===== config.mk =====
export PLATFORM = sky130hd
export DESIGN_NAME = fdc_halt_glue
export DESIGN_NICKNAME = d
export VERILOG_FILES = /design/src/rtl/fdc_glue_pkg.sv /design/src/rtl/fdc_rst_sync.sv /design/src/rtl/fdc_addr_dec.sv /design/src/rtl/fdc_drive_latch.sv /design/src/rtl/fdc_xfer_ctl.sv /design/src/rtl/fdc_halt_glue.sv
export SDC_FILE = /design/constraint.sdc
export NUM_CORES = 1
export LEC_CHECK = 0
export CORE_UTILIZATION = 30
export DETAILED_ROUTE_END_ITERATION = 10
export PLACE_DENSITY = 0.82
export SKIP_LAST_GASP = 1
export SLEW_MARGIN = 5
export SYNTH_ARGS = -nofsm -noshare
export SYNTH_HDL_FRONTEND = slang
export SYNTH_SLANG_ARGS = --single-unit
export TNS_END_PERCENT = 100

===== constraint.sdc =====
create_clock -name clk -period 2 [get_ports clk]
set_clock_uncertainty 0.05 [all_clocks]
set_input_delay 0.4 -clock clk [delete_from_list [all_inputs] [get_ports clk]]
set_output_delay 0.4 -clock clk [all_outputs]
set_load 0.02 [all_outputs]

===== src/rtl/fdc_glue_pkg.sv =====
package fdc_glue_pkg;
  localparam int DRV_W     = 3;
  localparam int BIT_MOTOR = 3;
  localparam int BIT_SIDE  = 6;
  localparam int BIT_XEN   = 7;

  typedef struct packed {
    logic             xen;
    logic             side;
    logic             motor;
    logic [DRV_W-1:0] drv;
  } drv_ctl_t;

  localparam drv_ctl_t CTL_IDLE = '{xen: 1'b0, side: 1'b0, motor: 1'b0, drv: '0};
endpackage


===== src/rtl/fdc_rst_sync.sv =====
module fdc_rst_sync #(
  parameter int STAGES = 2
) (
  input  logic clk,
  input  logic rst_n,
  output logic rst_sync_n
);
  logic [STAGES-1:0] sync_q;

  always_ff @(posedge clk or negedge rst_n) begin
    if (!rst_n) sync_q <= '0;
    else        sync_q <= {sync_q[STAGES-2:0], 1'b1};
  end

  assign rst_sync_n = sync_q[STAGES-1];
endmodule


===== src/rtl/fdc_addr_dec.sv =====
module fdc_addr_dec #(
  parameter int                ADDR_W     = 16,
  parameter int                WIN_LSB    = 3,
  parameter logic [ADDR_W-1:0] LATCH_BASE = 16'hFF40,
  parameter logic [ADDR_W-1:0] CTRL_BASE  = 16'hFF48
) (
  input  logic [ADDR_W-1:0] addr,
  input  logic              rd,
  input  logic              wr,
  output logic              latch_we,
  output logic              ctrl_cs,
  output logic [1:0]        reg_idx
);
  localparam int TAG_W = ADDR_W - WIN_LSB;

  logic [TAG_W-1:0] addr_tag;
  logic             latch_hit;
  logic             ctrl_hit;

  assign addr_tag  = addr[ADDR_W-1:WIN_LSB];
  assign latch_hit = (addr_tag == LATCH_BASE[ADDR_W-1:WIN_LSB]);
  assign ctrl_hit  = (addr_tag == CTRL_BASE[ADDR_W-1:WIN_LSB]);

  assign latch_we  = latch_hit & wr;
  assign ctrl_cs   = ctrl_hit & (rd | wr);
  assign reg_idx   = addr[1:0];

  generate
    if (WIN_LSB > 2) begin : g_mirror_bits
      logic unused_mirror;
      assign unused_mirror = ^addr[WIN_LSB-1:2];
    end
  endgenerate
endmodule


===== src/rtl/fdc_drive_latch.sv =====
module fdc_drive_latch
  import fdc_glue_pkg::*;
(
  input  logic     clk,
  input  logic     rst_ni,
  input  logic     wr_en,
  input  logic [7:0] wdata,
  input  logic     xen_clr,
  output drv_ctl_t ctl
);
  drv_ctl_t ctl_q;
  drv_ctl_t ctl_nxt;
  logic     ctl_ld;
  logic     unused_wdata;

  assign unused_wdata = ^wdata[5:4];
  assign ctl_ld       = wr_en | xen_clr;

  always_comb begin
    ctl_nxt = ctl_q;
    if (wr_en) begin
      ctl_nxt.drv   = wdata[DRV_W-1:0];
      ctl_nxt.motor = wdata[BIT_MOTOR];
      ctl_nxt.side  = wdata[BIT_SIDE];
      ctl_nxt.xen   = wdata[BIT_XEN];
    end
    if (xen_clr) ctl_nxt.xen = 1'b0;
  end

  always_ff @(posedge clk or negedge rst_ni) begin
    if (!rst_ni)     ctl_q <= CTL_IDLE;
    else if (ctl_ld) ctl_q <= ctl_nxt;
  end

  assign ctl = ctl_q;
endmodule


===== src/rtl/fdc_xfer_ctl.sv =====
module fdc_xfer_ctl (
  input  logic clk,
  input  logic rst_ni,
  input  logic drq,
  input  logic intrq,
  input  logic xen,
  output logic xen_clr,
  output logic halt,
  output logic nmi
);
  logic intrq_q;
  logic intrq_nxt;

  assign intrq_nxt = intrq;

  always_ff @(posedge clk or negedge rst_ni) begin
    if (!rst_ni) intrq_q <= 1'b0;
    else         intrq_q <= intrq_nxt;
  end

  assign xen_clr = intrq & ~intrq_q;
  assign halt    = xen & drq;
  assign nmi     = intrq_q;
endmodule


===== src/rtl/fdc_halt_glue.sv =====
module fdc_halt_glue
  import fdc_glue_pkg::*;
#(
  parameter int          ADDR_W     = 16,
  parameter int          WIN_LSB    = 3,
  parameter logic [15:0] LATCH_BASE = 16'hFF40,
  parameter logic [15:0] CTRL_BASE  = 16'hFF48
) (
  input  logic              clk,
  input  logic              rst_n,
  input  logic [ADDR_W-1:0] bus_addr,
  input  logic [7:0]        bus_wdata,
  input  logic              bus_rd,
  input  logic              bus_wr,
  input  logic              fdc_drq,
  input  logic              fdc_intrq,
  output logic              fdc_cs,
  output logic [1:0]        fdc_reg_sel,
  output logic              latch_cs,
  output logic [DRV_W-1:0]  drive_sel,
  output logic              motor_on,
  output logic              side_sel,
  output logic              xfer_en,
  output logic              cpu_halt,
  output logic              cpu_nmi
);
  logic     rst_i_n;
  logic     latch_we;
  logic     xen_clr;
  drv_ctl_t ctl;

  fdc_rst_sync #(.STAGES(2)) u_rst (
    .clk        (clk),
    .rst_n      (rst_n),
    .rst_sync_n (rst_i_n)
  );

  fdc_addr_dec #(
    .ADDR_W     (ADDR_W),
    .WIN_LSB    (WIN_LSB),
    .LATCH_BASE (LATCH_BASE[ADDR_W-1:0]),
    .CTRL_BASE  (CTRL_BASE[ADDR_W-1:0])
  ) u_dec (
    .addr     (bus_addr),
    .rd       (bus_rd),
    .wr       (bus_wr),
    .latch_we (latch_we),
    .ctrl_cs  (fdc_cs),
    .reg_idx  (fdc_reg_sel)
  );

  fdc_drive_latch u_latch (
    .clk     (clk),
    .rst_ni  (rst_i_n),
    .wr_en   (latch_we),
    .wdata   (bus_wdata),
    .xen_clr (xen_clr),
    .ctl     (ctl)
  );

  fdc_xfer_ctl u_xfer (
    .clk     (clk),
    .rst_ni  (rst_i_n),
    .drq     (fdc_drq),
    .intrq   (fdc_intrq),
    .xen     (ctl.xen),
    .xen_clr (xen_clr),
    .halt    (cpu_halt),
    .nmi     (cpu_nmi)
  );

  assign latch_cs  = latch_we;
  assign drive_sel = ctl.drv;
  assign motor_on  = ctl.motor;
  assign side_sel  = ctl.side;
  assign xfer_en   = ctl.xen;
endmodule


Yosys cells after proc, flatten, opt, wreduce, memory -nomap -nowiden
Index checks and enable logic that the tools add are counted.
Widths: inputs -> output; s select.
{"block": "word_totals", "regBits": 9, "word_cells": 20}
{"block": "classes", "eq_ne": 2, "n_mux": 2, "n_bitwise": 7, "reduce_logical": 3}
{"op": "$eq 13x13->1 const B", "n": 2}
{"op": "$mux 6", "n": 1}
{"op": "$and 1x1->1", "n": 4}
{"op": "$reduce_and 2->1", "n": 2}
{"op": "$or 1x1->1", "n": 2}
{"op": "$reduce_bool 2->1", "n": 1}
{"op": "$mux 1", "n": 1}
{"op": "$not 1->1", "n": 1}

Longest topological paths before layout
Gate-level depths: netlist (run 1).
{"block": "depth", "word_depth": 4, "ltp_mapped": 3, "mapped_depth_nobuf": 3}

Modules after synthesis
Synthesis (run 1) repeated with hierarchy kept, for this count alone.
{"block": "unflattened", "cells_unflattened": 29, "hier_area_um2": 414.1}
{"mod": "fdc_drive_latch", "n_inst": 1, "cells_per_inst": 14, "area_each_um2": 250.2, "seq_area_each_um2": 150.1}
{"mod": "fdc_addr_dec", "n_inst": 1, "cells_per_inst": 9, "area_each_um2": 65.1, "seq_area_each_um2": 0.0}
{"mod": "fdc_rst_sync", "n_inst": 1, "cells_per_inst": 3, "area_each_um2": 53.8, "seq_area_each_um2": 50.0}
{"mod": "fdc_xfer_ctl", "n_inst": 1, "cells_per_inst": 3, "area_each_um2": 45.0, "seq_area_each_um2": 25.0}

Worst setup path after synthesis (run 1)
OpenSTA, ideal clock, no wires.
{"block": "synth_timing", "kind": "input port to output port", "startpoint": "in bus_addr[7]", "endpoint": "out fdc_cs", "arrival_ps": 1403, "path_slack_ps": 147, "cell_stages": 3, "path_cell_list": "nand4b_1 -> or4_1 -> nor2_1"}
{"block": "synth_via", "elab_chain_len": 2}
{"item": "from (decl)", "line_no": "fdc_halt_glue.sv:11", "source": "input logic [ADDR_W-1:0] bus_addr,"}
{"item": "$eq 13x13->1", "line_no": "fdc_addr_dec.sv:22", "source": "assign ctrl_hit = (addr_tag == CTRL_BASE[ADDR_W-1:WIN_LSB]);"}
{"item": "$and 1x1->1", "line_no": "fdc_addr_dec.sv:25", "source": "assign ctrl_cs = ctrl_hit & (rd | wr);"}
{"item": "to (decl)", "line_no": "fdc_halt_glue.sv:17", "source": "output logic fdc_cs,"}
Every way passes these cells.

Worst setup path in the final report (run 1)
Ends and elaborated chain as after synthesis.

==> impl_metrics.csv, run 1 <==
group,metric,value,unit
run_status,status,"completed",
pwr,p_seq_share,49.2,%
layout,nNetsFinal,103,
layout,multi_input_area,186,µm²
logic_synthesis,synth_seq_cells,9,
clock_tree,numCtsBuffers,3,
placement,gp_congestion,0.636,
floorplan,design.core.area,0.00130,mm²
clock_tree,clock_path_buffers,2,
floorplan,die_y,39.4,µm
placement,post-place-ws,-0.664,ns
floorplan,die_w,39.4,µm
logic_synthesis,synthesis.nets,61,
floorplan,ios,42,
drt,dr.pass1.iters,2,
worst_setup_path,path_class,"in2out",
drt,drc,0,
layout,syn2layout_area_growth,94.9,%
pwr,power,0.000384,W
pwr,intPower,0.000305,W
pwr,leakagePower,0.395,nW
worst_setup_path,critPathCaptureType,"output pin",
logic_synthesis,yosys.area.top_type_share,53.7,%
logic_synthesis,yosysTopAreaCell,"dfrtp_1",
global_routing,grt_pass1_wl,1.31,mm
worst_setup_path,critPathMaxStageDelay,0.47,ns
drt,drt_iter0_drc,1,
logic_synthesis,ys_warn_count,0,
layout,final_cell_mix,"19 x clkdlybuf4s50_1, 13 x dlygate4sd2_1, 9 x dfrtp_1",
layout,antennaDiodeCount,0,
sta,hold_viol_final,0,
global_routing,grt_max_degree,8,
sta,drv_slew,0,
floorplan,fp-row-count,13,
logic_synthesis,synthTopCellsByArea,"dfrtp_1 54%, mux2_2 13%, nand4b_4 5.7%",
floorplan,dieArea,0.00155,mm²
worst_setup_path,slowest_stage,"or4_1",
pwr,combPwrFrac,15.3,%
drt,antenna_left,0,
sta,fmax,511,MHz
pwr,switching_power,0.0000793,W
layout,seqCellArea,225,µm²
layout,drive_gt1_share,25.0,%
clock_tree,cts_max_level,1,
logic_synthesis,synth_area,419,µm²
job,drv_cap,0,
logic_synthesis,seq_area_frac_synth,53.7,%
sta,timing.final.crit_period,1.96,ns
global_routing,grt_overflow_total,0,
floorplan,start_util,32.2,%
worst_setup_path,cp.arrival,1.51,ns
layout,layout_commonest_cell,"clkdlybuf4s50_1",
global_routing,grt_pass1_vias,376,
pwr,sw_frac_of_total,20.6,%
worst_setup_path,crit_required,1.55,ns
pwr,p_clk_share,35.5,%
sta,worst_hold_slack,0.0690,ns
sta,tns,0,ns
drt,vias_per_cell,4.52,
drt,drt-total-wl,934,µm
sta,rsz0062_at_grt,"no",
worst_setup_path,r2r_start,"u_xfer.nmi",
layout,fill_cells,111,
placement,dp_hpwl,749,µm
drt,vias,393,
pwr,vdd_drop_max,386,µV
placement,place_area,793,µm²
worst_setup_path,crit_family,"simple AND/OR/NAND/NOR gates",
worst_setup_path,r2r_end,"u_latch.ctl[5]",
clock_tree,clockRootBuffer,"clkbuf_4",
worst_setup_path,cp_cell_sequence,"dlygate4sd2_1, nand4b_1, or4_1, nor2_1, buf_4",
sta,finalSetupViolations,0,
logic_synthesis,syn-instance-count,31,
placement,portBuffers,34,
global_routing,antenna_found_initial,0,
worst_setup_path,cp_max_fo,2,
clock_tree,clock_sinks,9,
pwr,power.density,470,mW/mm²
clock_tree,tritoncts,"yes",
worst_setup_path,critical_path_buf_inv_count,2,
drt,routedWlPerCell,10.7,µm
logic_synthesis,avgSynthCellArea,13.5,µm²
global_routing,grtUsageTotal,13.3,%
layout,final_area,817,µm²
worst_setup_path,cp-start-kind,"input port",
clock_tree,clkTransAtPathRegs,0.06,ns
worst_setup_path,regToRegSetupSlack,1.19,ns
worst_setup_path,worstRegToRegCells,3,
logic_synthesis,yosysUniqueCellTypes,14,
sta,finalCritPeriodShare,97.8,%
clock_tree,clk_latency,0.25,ns
hold_path,hold_class,"reg2async",
clock_tree,cts_hold_repair.buffers,0,
sta,timing.final.ws_setup,0.0448,ns
## stage by stage
stage / cells / util (%)
after detailed placement: 82 / 61.0
after CTS: 87 / 62.8
after global placement: 82 / 61.0
after global routing: 87 / 62.8
after floorplan: 31 / -
final: 87 / 62.8
## power by group through the flow
| stage | registers [W] | logic [W] | clock network (W) |
|---|---|---|---|
| 2_1_floorplan | 0.000193 | 0.0000141 | 0 |
| 3_3_place_gp | 0.000192 | 0.0000644 | 0 |
| 3_5_place_dp | 0.000192 | 0.0000652 | 0 |
| 4_1_cts | 0.000189 | 0.0000593 | 0.000142 |
| 5_1_grt | 0.000190 | 0.0000632 | 0.000151 |
| 6_report | 0.000189 | 0.0000587 | 0.000137 |
## synthesized netlist by cell type
master    count
dfrtp_1       9
mux2_2        5
nand2_1       3
buf_4         2
nand2b_1      2
nand4b_1      2
and2_1        1
conb_1        1
mux2i_1       1
nand4b_4      1
nor2_1        1
nor4_4        1
o21ai_0       1
or4_1         1
## layout make-up
class	count	share of cell area [%]
Tap cell	15	2.30
Multi-Input combinational cell	20	22.8
Sequential cell	9	27.6
Timing Repair Buffer	39	44.1
Clock buffer	4	3.22
## worst reg2reg max path, cell delays in order, from the launching register on
cell and delay (ns):
dfrtp_1 0.37, nand2b_1 0.15, nand2_1 0.07, mux2i_1 0.06
## flip-flops by register name, indices dropped and copies added (netlist names)
signal and cells:
u_latch.ctl 6, u_rst.sync_q 2, u_xfer.nmi 1
## per-layer routing
layer | share of wire (%) | wire, µm | vias up | track usage [%]
li1 | - | - | 189 | -
met1 | 38 | 352 | 182 | 12.9
met2 | 50 | 471 | 20 | 22.5
met3 | 11 | 104 | 2 | 5.11
met4 | 0.64 | 6 | 0 | 10.3
met5 | 0 | 0 | - | 0
## kinds of logic after synthesis
logic type,Yosys count,share of synthesized area (%)
AOI/OAI and AO/OA,1,1.19
buffers and inverters,2,3.58
DFF,9,53.7
muxes,6,15.8
other,1,0.895
and+or+nand+nor,12,24.8
## worst max-delay path by stage
| stage | start | endpoint | slack [ns] | cells past startpoint |
|---|---|---|---|---|
| floorplan | bus_addr[7] | fdc_cs | 0.15 | 3 |
| global placement | bus_addr[11] | fdc_cs | -0.66 | 5 |
| detailed placement | bus_addr[11] | fdc_cs | -0.66 | 5 |
| CTS | bus_addr[7] | fdc_cs | 0.04 | 5 |
| global route | bus_addr[7] | fdc_cs | 0.007 | 5 |
| finish | bus_addr[7] | fdc_cs | 0.04 | 5 |
## what timing repair did
item                                   CTS  global route
setup buffers                            1             0
resized for setup                       25             0
setup endpoints to repair                3             0
endpoints found under the hold margin    0             0
No activity file was read; power rests on OpenSTA's default activity.
==> run 2: changes to the inputs <==
- GPL_ROUTABILITY_DRIVEN: default -> 0
==> results of run 2 <==
Final layout, timing and power as in run 1 (identical DEF).
